### src/rtl/conv_timing_pkg.sv
package conv_timing_pkg;

   typedef enum logic [1:0] {
      TRIG_OFF  = 2'b00,
      TRIG_IN   = 2'b01,
      TRIG_OUT  = 2'b10,
      TRIG_RSVD = 2'b11
   } trig_mode_e;

   function automatic logic mode_is_input(input logic [1:0] m);
      return m == TRIG_IN;
   endfunction

   function automatic logic mode_is_output(input logic [1:0] m);
      return m == TRIG_OUT;
   endfunction

endpackage

### src/rtl/ctc_sync.sv
module ctc_sync #(
   parameter int  STAGES  = 2,
   parameter logic RST_VAL = 1'b1
) (
   input  logic clk,
   input  logic rst_n,
   input  logic d,
   output logic q
);
   logic [STAGES-1:0] chain;

   if (STAGES < 1) begin : g_bad_stages
      $error("ctc_sync: STAGES must be at least 1");
   end

   if (STAGES == 1) begin : g_single
      always_ff @(posedge clk or negedge rst_n) begin
         if (!rst_n) chain <= RST_VAL;
         else        chain <= d;
      end
   end else begin : g_chain
      always_ff @(posedge clk or negedge rst_n) begin
         if (!rst_n) chain <= {STAGES{RST_VAL}};
         else        chain <= {chain[STAGES-2:0], d};
      end
   end

   assign q = chain[STAGES-1];
endmodule

### src/rtl/ctc_ext_qual.sv
module ctc_ext_qual #(
   parameter int MIN_LOW = 25
) (
   input  logic clk,
   input  logic rst_n,
   input  logic enable,
   input  logic pin_s,
   output logic hit
);
   localparam int LW = (MIN_LOW < 2) ? 1 : $clog2(MIN_LOW + 1);

   logic          armed;
   logic [LW-1:0] low_cnt;

   if (MIN_LOW < 1) begin : g_bad_min
      $error("ctc_ext_qual: MIN_LOW must be at least 1");
   end

   assign hit = enable && armed && !pin_s && (low_cnt == LW'(MIN_LOW - 1));

   always_ff @(posedge clk or negedge rst_n) begin
      if (!rst_n) begin
         armed   <= 1'b0;
         low_cnt <= '0;
      end else if (!enable) begin
         armed   <= 1'b0;
         low_cnt <= '0;
      end else if (pin_s) begin
         armed   <= 1'b1;
         low_cnt <= '0;
      end else if (armed) begin
         if (hit) armed <= 1'b0;
         else     low_cnt <= low_cnt + 1'b1;
      end
   end
endmodule

### src/rtl/ctc_period_cnt.sv
module ctc_period_cnt #(
   parameter int CNT_W = 24
) (
   input  logic             clk,
   input  logic             rst_n,
   input  logic             cont_en,
   input  logic             restart,
   input  logic [CNT_W-1:0] low_period,
   input  logic [CNT_W-1:0] high_delay,
   output logic             low_hit,
   output logic             high_hit
);
   logic [CNT_W-1:0] cnt;
   logic             active;
   logic             cont_q;
   logic             run;

   if (CNT_W < 2) begin : g_bad_width
      $error("ctc_period_cnt: CNT_W must be at least 2");
   end

   assign run      = cont_en | active;
   assign low_hit  = cont_en && (!cont_q || cnt == low_period);
   assign high_hit = run && (high_delay != '0) && (cnt == high_delay);

   always_ff @(posedge clk or negedge rst_n) begin
      if (!rst_n) begin
         cont_q <= 1'b0;
      end else begin
         cont_q <= cont_en;
      end
   end

   always_ff @(posedge clk or negedge rst_n) begin
      if (!rst_n) begin
         cnt    <= '0;
         active <= 1'b0;
      end else if (restart) begin
         cnt    <= '0;
         active <= 1'b1;
      end else if (cont_en) begin
         active <= 1'b0;
         cnt    <= cnt + 1'b1;
      end else if (active) begin
         if (cnt == high_delay) begin
            active <= 1'b0;
            cnt    <= '0;
         end else begin
            cnt <= cnt + 1'b1;
         end
      end else begin
         cnt <= '0;
      end
   end
endmodule

### src/rtl/ctc_countdown.sv
module ctc_countdown #(
   parameter int LEN = 50,
   parameter int W   = $clog2(LEN + 1)
) (
   input  logic         clk,
   input  logic         rst_n,
   input  logic         clr,
   input  logic         load,
   output logic [W-1:0] remain
);
   if (LEN < 1) begin : g_bad_len
      $error("ctc_countdown: LEN must be at least 1");
   end

   always_ff @(posedge clk or negedge rst_n) begin
      if (!rst_n)              remain <= '0;
      else if (clr)            remain <= '0;
      else if (load)           remain <= W'(LEN);
      else if (remain != '0)   remain <= remain - 1'b1;
   end
endmodule

### src/rtl/conv_timing_ctrl.sv
module conv_timing_ctrl
   import conv_timing_pkg::*;
#(
   parameter int CNT_W       = 24,
   parameter int SYNC_STAGES = 2,
   parameter int MIN_LOW_CYC = 25,
   parameter int MUX_DLY_CYC = 125,
   parameter int PULSE_CYC   = 50
) (
   input  logic             clk,
   input  logic             rst_n,
   input  logic             cont_en,
   input  logic [CNT_W-1:0] low_period,
   input  logic [CNT_W-1:0] high_delay,
   input  logic             sw_start,
   input  logic [1:0]       trig_mode,
   input  logic             trig_in,
   output logic             trig_out,
   output logic             trig_oe,
   output logic             bank0_start,
   output logic             bank1_start,
   output logic             mux_high
);
   localparam int MUX_W   = $clog2(MUX_DLY_CYC + 1);
   localparam int PULSE_W = $clog2(PULSE_CYC + 1);

   if (SYNC_STAGES < 2) begin : g_bad_sync
      $error("conv_timing_ctrl: SYNC_STAGES must be at least 2");
   end
   if (MUX_DLY_CYC < 1) begin : g_bad_mux
      $error("conv_timing_ctrl: MUX_DLY_CYC must be at least 1");
   end

   logic               trig_s;
   logic               ext_hit;
   logic               low_hit;
   logic               high_hit;
   logic               start_req;
   logic               in_mode;
   logic               out_mode;
   logic [MUX_W-1:0]   mux_rem;
   logic [PULSE_W-1:0] pulse_rem;
   logic               b0_q, b1_q, mux_q;

   assign in_mode  = mode_is_input(trig_mode);
   assign out_mode = mode_is_output(trig_mode);

   ctc_sync #(.STAGES(SYNC_STAGES), .RST_VAL(1'b1)) u_sync (
      .clk(clk), .rst_n(rst_n), .d(trig_in), .q(trig_s)
   );

   ctc_ext_qual #(.MIN_LOW(MIN_LOW_CYC)) u_qual (
      .clk(clk), .rst_n(rst_n), .enable(in_mode), .pin_s(trig_s), .hit(ext_hit)
   );

   ctc_period_cnt #(.CNT_W(CNT_W)) u_period (
      .clk(clk), .rst_n(rst_n), .cont_en(cont_en), .restart(start_req),
      .low_period(low_period), .high_delay(high_delay),
      .low_hit(low_hit), .high_hit(high_hit)
   );

   assign start_req = low_hit | sw_start | ext_hit;

   ctc_countdown #(.LEN(MUX_DLY_CYC), .W(MUX_W)) u_mux_dly (
      .clk(clk), .rst_n(rst_n), .clr(1'b0), .load(start_req), .remain(mux_rem)
   );

   ctc_countdown #(.LEN(PULSE_CYC), .W(PULSE_W)) u_pulse (
      .clk(clk), .rst_n(rst_n), .clr(!out_mode), .load(start_req && out_mode),
      .remain(pulse_rem)
   );

   always_ff @(posedge clk or negedge rst_n) begin
      if (!rst_n) begin
         b0_q  <= 1'b0;
         b1_q  <= 1'b0;
         mux_q <= 1'b0;
      end else begin
         b0_q <= start_req;
         b1_q <= high_hit;
         if (start_req)                   mux_q <= 1'b0;
         else if (mux_rem == MUX_W'(1))   mux_q <= 1'b1;
      end
   end

   assign bank0_start = b0_q;
   assign bank1_start = b1_q;
   assign mux_high    = mux_q;
   assign trig_out    = (pulse_rem == '0);
   assign trig_oe     = out_mode;
endmodule

### config.mk
export PLATFORM = sky130hd
export DESIGN_NAME = conv_timing_ctrl
export DESIGN_NICKNAME = d
export VERILOG_FILES = /design/src/rtl/conv_timing_pkg.sv /design/src/rtl/ctc_sync.sv /design/src/rtl/ctc_ext_qual.sv /design/src/rtl/ctc_period_cnt.sv /design/src/rtl/ctc_countdown.sv /design/src/rtl/conv_timing_ctrl.sv
export SDC_FILE = /design/constraint.sdc
export NUM_CORES = 1
export LEC_CHECK = 0
export BUFFER_PORTS_ARGS = -buffer_cell sky130_fd_sc_hd__clkbuf_2
export CORE_MARGIN = 2
export CORE_UTILIZATION = 58
export CTS_BUF_LIST = sky130_fd_sc_hd__clkbuf_4 sky130_fd_sc_hd__clkbuf_8
export CTS_CLUSTER_SIZE = 40
export DETAILED_ROUTE_END_ITERATION = 6
export GPL_TIMING_DRIVEN = 1
export PLACE_DENSITY = 0.85
export RECOVER_POWER = 100
export SYNTH_ARGS = -nofsm -noshare
export SYNTH_HDL_FRONTEND = slang
export SYNTH_SLANG_ARGS = --single-unit
### constraint.sdc
create_clock -name clk -period 2.2 [get_ports clk]
set_input_delay 0.33 -clock clk [delete_from_list [all_inputs] [get_ports clk]]
set_output_delay 0.33 -clock clk [all_outputs]
set_load 0.02 [all_outputs]
==> results of run 1 <==
synth_stat cells (all sizes together), types with 3 or more instances:
cell type	instances	area, µm²
a21oi	4	31.3
buf	15	176
clkbuf	3	11.3
dfrtp	48	1200
ha	7	87.6
inv	14	55.1
nand2	21	78.8
nand3	13	65.1
nand4	9	56.3
nor2	15	58.8
nor3	37	310
nor3b	3	27.5
nor4	16	125
o21ai	4	20.0
or2	3	18.8
or4	4	30.0
xnor2	35	322
xor2	46	403
worst max-delay path: cells and delay by family (launching register included):
kind,cells,cell delay [ns]
compound gates,2,0.44
flops,1,0.48
simple gates,2,0.69
buf+inv,1,0.22
xor+xnor,1,0.19
final cells by class:
type | instances | area (µm²) | area share (%)
clock buffer | 5 | 68.8 | 1.87
clock inverter | 3 | 48.8 | 1.33
inverter | 14 | 55.1 | 1.50
multi-input combinational | 239 | 1730 | 47.0
sequential | 50 | 1250 | 34.1
tap | 72 | 90.1 | 2.45
timing repair buffer | 74 | 429 | 11.7
metal layers:
| metal | wire [µm] | vias to the layer above |
|---|---|---|
| met1 | 3290 | 1252 |
| li1 | - | 1216 |
| met4 | 130 | 0 |
| met2 | 3530 | 61 |
| met5 | 0 | - |
| met3 | 318 | 13 |
power breakdown:
group | internal [µW] | leakage, µW | switching (µW)
clock network | 346 | 0.0000563 | 332
registers | 939 | 0.000648 | 18.6
logic | 122 | 0.000890 | 160
sequential cells by signal, summed over array words and instances, names as in the netlist:
signal            count
u_qual.armed          1
u_period.cnt         24
u_period.active       1
u_period.cont_q       1
u_mux_dly.remain      7
bank0_start           1
u_sync.chain          2
u_qual.low_cnt        5
mux_high              1
bank1_start           1
u_pulse.remain        6
stage by stage:
step	power, µW	hold slack (ns)	cell area, µm²	setup slack [ns]	util (%)
final	1920	0.0849	3670	0.0942	66.7
after global routing	2010	0.0768	3670	0.0103	66.7
after CTS	1950	0.0832	3780	0.0858	68.7
after detailed placement	1270	0.347	3670	0.112	66.6
after global placement	1270	0.346	3670	0.134	66.6
after floorplan	1150	0.0344	3320	0.360	-
final timing paths:
path | startpoint | end | cells after the start
max | u_period.cnt[3] | u_pulse.remain[4] | 6
min in group asynchronous | rst_n | u_mux_dly.remain[2] | 2
min reg2reg | u_sync.chain[0] | u_sync.chain[1] | 0
max in group asynchronous | rst_n | u_period.cnt[7] | 2
min | trig_in | u_sync.chain[0] | 1
max reg2reg | u_period.cnt[3] | u_pulse.remain[4] | 6
kinds of logic (layout without fill, tap and decap cells):
family	after synthesis	count (layout)
muxes	1	1
adders and majority gates	7	7
buffers and inverters	32	96
AOI/OAI and AO/OA	16	16
xor gates and xnor gates	81	81
DFF	50	50
and+or+nand+nor	134	134
==> summary.md, run 1 <==
The run finished with clean final reports. Hold repair after CTS inserted 0 buffers. The maximum vdd drop is 469 µV, and the final clock skew is 0.00715 ns. The remaining design rule violation count was 0; the post-route minimum period was 2.11 ns. For the total die area, the log shows 6340 µm². Across every metal layer, demand over resource in global routing totals 24.9%. For this design the top-level I/O count stands at 60.

The setup path with the least slack is of type register to register. After synthesis the netlist holds a flip-flop and latch count of 50. The initial utilization of the core area, before any placement, comes to 60.3%. After detailed routing, the average wire length per cell comes to 15.9 µm. CTS placed an instance of sky130_fd_sc_hd__clkbuf_8 at the clock tree root. The logs give 0 for the count of inserted antenna diode cells and 0 for the post-detailed-route count of antenna-violating nets. For this design the ratio of total power to cell area is 522 nW/µm².

The layer flagged by global routing as most heavily used is met2. Global routing consumed, on the met3 layer, 4.86% of the routing resources. In this run the mean area of a mapped cell was 10.3 µm². Worst min-delay path category: input port to register. The ratio of routed vias to standard cells is 5.56, and the final hold violation count is 0. The number of max-slew violations in the final report came out at 0.

For this run the aggregate overflow at the end of global routing stands at 0. TritonCTS built the clock tree. The dominant register cell in the synthesized netlist is sky130_fd_sc_hd__dfrtp_1.

The estimated wirelength of the detail-placed design is 5.56 mm. The top cell types in the final layout, fill and taps aside, are 55 x sky130_fd_sc_hd__clkbuf_2, 48 x sky130_fd_sc_hd__dfrtp_1, 46 x sky130_fd_sc_hd__xor2_1. The via count of the first global-routing pass came out at 2618. After synthesis, the largest family of logic cells by area is simple AND/OR/NAND/NOR gates. The minimum setup slack among reg-to-reg paths was 0.09 ns. For this run, global-route usage on met1 was measured as 33.8%. Headroom to the max-slew limit came out at 20.2%. The share of the cycle needed by the critical path after routing is 95.7%. The logs give 3320 µm² for the post-synth design cell area and 133 for the number of design-rule violations left by the first detailed-router iteration. Routability-driven placement congestion ratio: 0.957. The logs give 5510 µm² for the total core area and 27 for the number of rows created at floorplan. The die is 79.6 µm tall. Die span in x: 79.6 µm. The highest-delay cell along the critical path was sky130_fd_sc_hd__or4_1. The net count after synthesis came out at 383. The worst setup path is captured at a register. The adder-cell share of the synthesized area was 2.64%. In this run, CTS created clock tree buffers numbering 5.

The leakage component of the power was 0.00159 µW; the peak per-stage delay on the critical path was 0.54 ns. The post-synthesis compound-gate area fraction is 4.03%, and the routed wire length is 7.27 mm. In the synthesized netlist, the number of instances is 321. The number of search-and-repair iterations in the first detailed-routing pass is 4. The count of clock tree sinks came out at 50. Data on the critical path arrives at its endpoint at 2.35 ns. Entering global routing, the biggest net connects 51 pins. Fill cells in the final layout number 446. For the worst setup path, the data required time is 2.44 ns.

The count of buffers added on input and output ports is 59. The post-route netlist has 26.2% of its cells at a drive strength greater than 1. The tools report the total vias in the final route as 2542. The fraction of registers with async set or reset after synthesis works out to 100%.

For this run, the number of Yosys warnings is 0. The insertion delay to the later sink of the worst-skew pair came out at 0.32 ns. Yosys mapped a number of flops with a built-in enable equal to 0.

Setup repair after global routing left no endpoint under its margin. For the buffer levels on the longest clock path, the log shows 2. Summing the areas of all and, or, nand and nor instances in the mapped netlist gives 26.1% of the synthesized area. Leading cell type in the layout, fill and taps excluded: sky130_fd_sc_hd__clkbuf_2. The tools report the buffer count from post-CTS setup fixing as 0. The number of instances resized during post-cts repair is 0. The run gives 12.2 mm as the global-route wire length before repair. Based on the critical path, the design can be clocked at up to 0.475 GHz.

The worst setup path is launched from a register. The run gives 0 as the initial antenna violation count. The mux cell area share after synthesis came out at 0.302%. The final standard cell count with taps included and fillers excluded was 457; the sequential cell area fraction in the yosys report was 37.8%. At the end of the flow, the number of nets in the layout was 446.

The final sum of negative setup slack is 0 ns, and the clock edge transition at the registers on the reported setup and hold paths is 0.10 ns. The setup-violating endpoint count in the final report is 0, and the cell count after placement is 449. The H-tree was split into 2 levels.

Of all nets on the critical path, the largest fanout is 10. For met2 alone, demand over resource in global routing was 40.3%. At the pin with the least slew margin, the transition time is 1.20 ns. The tool flagged a number of max-cap violations equal to 0. The unique cell type count in the Yosys netlist came out at 47. The post-synthesis xor/xnor area fraction works out to 21.8%.

The area growth from synthesis to layout is 10.7%. Walking the worst path, the cells encountered are xnor2_2, nand4_1, or4_1, o21a_1, clkbuf_2, a21oi_1.
No activity file was read; power rests on OpenSTA's default activity.
==> run 2: changes to the inputs <==
Settings changed: CORE_MARGIN 2 to 5, GPL_TIMING_DRIVEN 1 to 0.
==> run 2 against run 1 <==
Hold slack worse by 0.0015 ns; critical endpoint unchanged; clock skew up 0.0026 ns; critical path type unchanged; register-to-register slack better by 0.08 ns; non-clock buffer count up 7; first-iteration DRC count up 20%; core utilization up 0.72 points; sequential share of layout area down 0.57 points; combinational power up 4%.
==> summary.md, run 2 (synthesis gave the netlist of run 1 again) <==
The final layout net count is 453 (+1.6%), and the total core area is 5540 µm² (+0.61%). The run gives 0.0834 ns (-0.00150 ns) as the final hold slack. The tools report the worst setup path startpoint as u_period.cnt[4]. The average wire length per cell after detail routing came out at 16.4 µm (+3.1%). The data required time of the critical path was 2.44 ns (about the same); the global-route wire length before repair was 12.4 mm (+0.96%). The depth of the worst register-to-register path was 6 (unchanged). The run gives 464 (+1.5%) as the final standard cell count with taps included and fillers excluded. The count of boundary I/O pins was 60 (unchanged). The number of input and output port buffers inserted works out to 59 (unchanged). The worst setup path is captured at a register.

For the final hold violation count, the log shows 0 (unchanged). The initial antenna violation count came out at 0 (unchanged). The logs give 0 (unchanged) for the aggregate global routing overflow and 27 (unchanged) for the number of rows created at floorplan. The run finished with clean final reports.

The count of inserted antenna diode cells was 0 (unchanged). The critical path in this run is classified as register to register. Number of search-and-repair iterations in the first detailed-routing pass: 4 (unchanged).

The count of clock tree sinks was 50 (unchanged); the post-route total power was 1950 µW (+1.5%). Leaving out fill and tap cells, the most frequent cells in the layout are 54 x sky130_fd_sc_hd__clkbuf_2, 48 x sky130_fd_sc_hd__dfrtp_1, 46 x sky130_fd_sc_hd__xor2_1. The tightest slew margin relative to the limit was 48.7% (+28 points); the buffer levels on the longest clock path was 2 (unchanged).

Power density normalized to cell area: 521 nW/µm² (-0.24%). Type of element launching the critical path: a register. The estimated wirelength of the detail-placed design was 5.78 mm (+4.0%). The logic depth of the worst path, buffers included came out at 6 (unchanged). Highest attainable clock frequency: 0.493 GHz (+3.8%).

The largest net degree at the start of global routing was 51 (unchanged). TritonCTS built the clock tree. The routability-driven placement congestion ratio is 0.909 (-5.1%). The setup-violating endpoint count in the final report was 0 (unchanged); the flip-flop count of the largest register, all copies and words added was 24 (unchanged).

The count of buffering cells on the critical path with inverters included was 1 (unchanged); the count of H-tree levels built during CTS was 2 (unchanged). Launching point of the worst reg2reg path: u_period.cnt[4]. The die span in x was 85.6 µm (+7.5%); the post-detailed-route count of antenna-violating nets was 0 (unchanged).

The logs give 0 ns (unchanged) for the final sum of negative setup slack and 0.31 ns (about the same) for the insertion delay to the later sink of the worst-skew pair. The remaining design rule violation count is 0 (unchanged), and the layout overhead on the synthesized area is 12.6%. The number of design-rule violations left by the first detailed-router iteration was 159 (+20%); the post-route minimum period was 2.03 ns (-0.0764 ns).

The maximum vdd drop was 310 µV (-34%). The routed wire length is 7.62 mm (+4.7%), and the via count of the first global-routing pass is 2637 (+0.73%). The peak per-stage delay on the critical path was 0.54 ns (about the same).

The logs give 2.27 ns (-0.08 ns) for the critical path data arrival time and 0 (unchanged) for the number of max-slew violations in the final report. The number of buffers inserted during clock tree synthesis was 5 (unchanged); the ratio of routed vias to standard cells was 5.57 (about the same). Count of max-cap constraint violations: 0 (unchanged).

u_period.cnt holds more flip-flops than any other register. In the final layout, the registers with the most flip-flops are u_period.cnt x24, u_mux_dly.remain x7, u_pulse.remain x6. The run gives 452 (+0.67%) as the cell count after placement.

The clock edge transition at the registers on the reported setup and hold paths was 0.10 ns (about the same). The share of final-layout standard cells stronger than drive strength 1 is 25.0% (-1.2 points). The initial core utilization was 59.9% (-0.37 points). The highest-delay cell along the critical path was sky130_fd_sc_hd__or4_1.

The run gives 2583 (+1.6%) as the total vias in the final route. The endpoint identified for the worst register-to-register timing path is u_pulse.remain[4]. The signal on the critical path passes through xnor2_1, nand4_1, or4_1, o21a_1, clkbuf_2, a21oi_1.

The minimum setup slack among reg-to-reg paths is 0.17 ns (+0.08 ns). Setup repair after global routing left no endpoint under its margin. The share of the cycle needed by the critical path after routing was 92.2% (-3.5 points); the final clock skew was 0.00978 ns (+0.00264 ns). The root buffer cell chosen for the clock tree is sky130_fd_sc_hd__clkbuf_8.

The tools report the overall track demand over capacity in global routing as 21.4% (-3.5 points). For the total die area, the log shows 7330 µm² (+16%). The leading cell type in the layout, fill and taps excluded is sky130_fd_sc_hd__clkbuf_2. Highest net fanout along the worst path: 10 (unchanged). The worst setup path endpoint was u_pulse.remain[4]. The critical path's top delay family is simple AND/OR/NAND/NOR gates. Worst min-delay path category: input port to register. The vertical die dimension came out at 85.6 µm (+7.5%). The leakage component of the power was 0.00163 µW (+2.0%). The transition time at the pin with the least slew margin was 0.750 ns (-0.447 ns).
[run 2: cell count changes in the layout (fill, tap and decap cells not counted), moves of 2 or more]
cell / delta
sky130_fd_sc_hd__buf_2: +3
sky130_fd_sc_hd__buf_4: -7
sky130_fd_sc_hd__nor3_2: -7
sky130_fd_sc_hd__nor3_1: +7
sky130_fd_sc_hd__buf_6: +8
sky130_fd_sc_hd__clkbuf_1: +2
[run 2: how the worst min path moves through the flow]
stage,slack (ns),startpoint,to,cells past startpoint
after floorplan,0.03,rst_n,bank0_start,0
after global placement,0.35,u_sync.chain[0],u_sync.chain[1],0
after detailed placement,0.35,u_sync.chain[0],u_sync.chain[1],0
after CTS,0.08,trig_in,u_sync.chain[0],1
after global routing,0.07,trig_in,u_sync.chain[0],1
final,0.08,trig_in,u_sync.chain[0],1
[run 2: area by class of cell]
cell class              count  area [µm²]
clock buffers               6        82.6
multi-input cells         239        1700
well taps                  72        90.1
repair buffers             63         333
fillers                   471        1800
inverters                  14        55.1
clock inverters             2        38.8
plain buffers              18         181
flip-flops and latches     50        1250
[run 2: through the flow]
| step | setup slack [ns] | area [µm²] | util (%) |
|---|---|---|---|
| floorplan | 0.360 | 3320 | - |
| global placement | 0.118 | 3700 | 66.8 |
| detailed placement | 0.120 | 3700 | 66.8 |
| CTS | 0.0642 | 3820 | 69.0 |
| global route | 0.0688 | 3740 | 67.4 |
| finish | 0.171 | 3740 | 67.4 |
[run 2: report_power, final]
part / switching [µW] / internal (µW) / leakage (µW)
logic: 161 / 131 / 0.000916
clock network: 323 / 374 / 0.0000618
registers: 17.6 / 939 / 0.000648
[run 2: timing repair]
item	4_1_cts	5_1_grt
hold buffers	0	1
buffers inserted	0	2
endpoints found under the setup margin	0	20
resized for setup	0	1
endpoints found under the hold margin	0	6
[run 2: metal layers]
layer	global-route usage [%]	part of all wire [%]	up-vias
met4	7.63	2.1	0
li1	-	-	1243
met5	0	0	-
met3	4.32	4.9	14
met2	35.0	50	69
met1	28.2	43	1257
==> run 3: changes to the inputs <==
==> constraint.sdc (replaced) <==
create_clock -name clk -period 2.2 [get_ports clk]
set_input_delay 0.22 -clock clk [delete_from_list [all_inputs] [get_ports clk]]
set_output_delay 0.22 -clock clk [all_outputs]
set_load 0.02 [all_outputs]
==> run 3 against run 2 <==
Critical path depth unchanged; clock power about the same; cell area fell by 0.17%; global-route usage about the same; highest routed layer unchanged; sequential power barely moved; non-clock buffer count up 1; critical path type unchanged; die area stayed put; sequential share of layout area grew 0.056 points; sequential cell count unchanged.
==> summary.md, run 3 (synthesis gave the netlist of run 1 again) <==
The flow ran to the end, and the final reports show no timing, DRC or antenna violations. The logs give 0.492 GHz (-0.10%) for the highest attainable clock frequency and 1440 µW (-0.18%) for the cell-internal power. The fraction of power consumed by sequential logic was 49.3% (about the same). For the number of buffers inserted during clock tree synthesis, the log shows 5 (unchanged).

Count of inserted antenna diode cells: 0 (unchanged). The run gives 0 (unchanged) as the remaining design rule violation count. Launching point of the worst reg2reg path: u_period.cnt[4]. The layout overhead on the synthesized area came out at 12.4%. TritonCTS built the clock tree. The number of search-and-repair iterations in the first detailed-routing pass was 4 (unchanged); the maximum vdd drop was 310 µV (-0.16%).

The part of the power in combinational logic is 14.9% (about the same). In the final layout, the registers with the most flip-flops are u_period.cnt x24, u_mux_dly.remain x7, u_pulse.remain x6. The initial core utilization was 59.9% (unchanged); the design area was 3730 µm² (-0.17%).

The number of rows created at floorplan is 27 (unchanged). The endpoint of the worst hold path is u_qual.armed. The estimated wirelength of the detail-placed design is 5.78 mm (unchanged), and the setup-violating endpoint count in the final report is 0 (unchanged). The startpoint identified for the worst hold timing path is trig_mode[1]. The tools report the insertion delay to the later sink of the worst-skew pair as 0.31 ns (about the same).

The share of the cycle needed by the critical path after routing is 92.3% (+0.092 points). Walking the worst path, the cells encountered are xnor2_1, nand4_1, or4_1, o21a_1, clkbuf_2, a21oi_1. The largest net degree at the start of global routing came out at 51 (unchanged). Count of boundary I/O pins: 60 (unchanged). The power density normalized to cell area was 521 nW/µm² (about the same); the number of input and output port buffers inserted was 59 (unchanged). The post-placement cell area is 3700 µm² (unchanged), and the flip-flop count of the largest register, all copies and words added is 24 (unchanged).

The post-route minimum period came out at 2.03 ns (+0.00203 ns). The overall track demand over capacity in global routing is 21.4% (about the same). The total die area is 7330 µm² (unchanged).

Setup repair after global routing left no endpoint under its margin. The depth of the worst register-to-register path was 6 (unchanged); the share of final-layout standard cells stronger than drive strength 1 was 24.7% (-0.32 points). The logs give 0 (unchanged) for the aggregate global routing overflow and 35.9% (about the same) for the clock network power share. On the critical path, the stage with the largest delay is an instance of sky130_fd_sc_hd__or4_1. The run gives 148 (-6.9%) as the number of design-rule violations left by the first detailed-router iteration. The critical setup path kind was register to register. The final hold violation count was 0 (unchanged). The cell depth of the worst hold path was 2 (+1). The average wire length per cell after detail routing is 16.4 µm (about the same), and the routed wire length is 7.64 mm (+0.28%). The run gives 2574 (-0.35%) as the total vias in the final route. The count of H-tree levels built during CTS was 2 (unchanged). The initial antenna violation count is 0 (unchanged), and the global-route wire length before repair is 12.4 mm (about the same).

Leaving out fill and tap cells, the most frequent cell in the layout is sky130_fd_sc_hd__clkbuf_2. The number of fill cells was 471 (unchanged); the buffer levels on the longest clock path was 2 (unchanged). The count of clock tree sinks is 50 (unchanged), and the fraction of power spent switching nets is 25.8% (about the same). The clock edge transition at the registers on the reported setup and hold paths is 0.10 ns (about the same). The endpoint identified for the worst register-to-register timing path is u_pulse.remain[4]. The peak per-stage delay on the critical path came out at 0.54 ns (about the same). For the via count of the first global-routing pass, the log shows 2642 (+0.19%).

The transition time at the pin with the least slew margin came out at 1.05 ns (+0.299 ns). Top register by number of flip-flops: u_period.cnt. The die span in x works out to 85.6 µm (unchanged). The vertical die dimension is 85.6 µm (unchanged). The data required time of the critical path was 2.44 ns (about the same). Clock tree synthesis selected as its root buffer the cell sky130_fd_sc_hd__clkbuf_8.

The worst setup path is captured at a register. The highest net fanout along the worst path was 10 (unchanged). The worst setup path is launched from a register.

The minimum setup slack among reg-to-reg paths is 0.17 ns (about the same), and the final clock skew is 0.0112 ns (+0.00138 ns). The tools report the routability-driven placement congestion ratio as 0.909 (unchanged). The post-detailed-route count of antenna-violating nets is 0 (unchanged), and the number of max-slew violations in the final report is 0 (unchanged). The count of max-cap constraint violations is 0 (unchanged), and the tightest slew margin relative to the limit is 30.1% (-19 points). The leakage component of the power was 0.00162 µW (-0.25%); the ratio of routed vias to standard cells was 5.54 (-0.56%).

Critical path data arrival time: 2.27 ns (about the same). The final sum of negative setup slack is 0 ns (unchanged). The library cells used most frequently in the layout, excluding fill and tap cells, are 54 x sky130_fd_sc_hd__clkbuf_2, 48 x sky130_fd_sc_hd__dfrtp_1, 46 x sky130_fd_sc_hd__xor2_1. The final layout net count is 454 (+0.22%), and the reported net switching power is 501 µW (-0.16%). The total core area came out at 5540 µm² (unchanged). The worst hold path belongs to the class input port to register.
[run 3: cell types whose count changed in the layout (fill, tap and decap cells not counted), sizes merged]
| cell | delta |
|---|---|
| clkbuf | +1 |
| buf | -1 |
| dlygate4sd3 | +1 |
[run 3: what timing repair did]
action / 4_1_cts / 5_1_grt
hold buffers: 1 / 1
setup endpoints to repair: 0 / 20
resized for setup: 0 / 1
hold endpoints to repair: 1 / 8
setup buffers: 0 / 2
[run 3: cell type report]
| cell class | count | area [µm²] | share of cell area (%) |
|---|---|---|---|
| flip-flops and latches | 50 | 1250 | 33.6 |
| clock buffers | 6 | 82.6 | 2.21 |
| well taps | 72 | 90.1 | 2.42 |
| multi-input cells | 239 | 1700 | 45.6 |
| inverters | 14 | 55.1 | 1.48 |
| plain buffers | 18 | 181 | 4.86 |
| clock inverters | 2 | 38.8 | 1.04 |
| repair buffers | 64 | 327 | 8.76 |
[run 3: how the worst max path moves through the flow]
| stage | endpoint | cells after the start | start |
|---|---|---|---|
| floorplan | u_pulse.remain[2] | 8 | u_period.cnt[3] |
| global placement | u_period.cnt[15] | 7 | u_period.cnt[16] |
| detailed placement | u_period.cnt[10] | 7 | u_period.cnt[16] |
| CTS | u_period.cnt[7] | 7 | u_period.cnt[16] |
| global route | u_pulse.remain[4] | 6 | u_period.cnt[4] |
| finish | u_pulse.remain[4] | 6 | u_period.cnt[4] |
[run 3: critical path, delay by kind of cell, from the launching register on]
kind            cells  cell delay (ns)
simple gates        2             0.68
compound gates      2             0.40
flops               1             0.48
buf+inv             1             0.21
xor+xnor            1             0.19
[run 3: metal layers]
metal | vias up | wire, µm | track usage (%) | share of wire [%]
li1 | 1246 | - | - | -
met1 | 1243 | 3290 | 28.2 | 43
met2 | 71 | 3820 | 35.0 | 50
met3 | 14 | 368 | 4.32 | 4.8
met4 | 0 | 159 | 7.63 | 2.1
met5 | - | 0 | 0 | 0
[run 3: through the flow]
stage	hold slack, ns	instances	utilization (%)	worst slack, ns	total power [µW]
floorplan	-0.0756	321	-	0.360	1150
global placement	0.307	452	66.8	0.118	1270
detailed placement	0.309	452	66.8	0.120	1270
CTS	0.0767	461	69.2	0.0642	1970
global route	0.0825	465	67.3	0.0688	2030
finish	0.0820	465	67.3	0.169	1940
[run 3: power groups by stage]
stage               Sequential (µW)  Combinational (µW)  Clock (µW)
floorplan                       972                 177           0
global placement                975                 295           0
global route                    960                 318         751
finish                          957                 289         697
detailed placement              975                 300           0
CTS                             957                 304         710
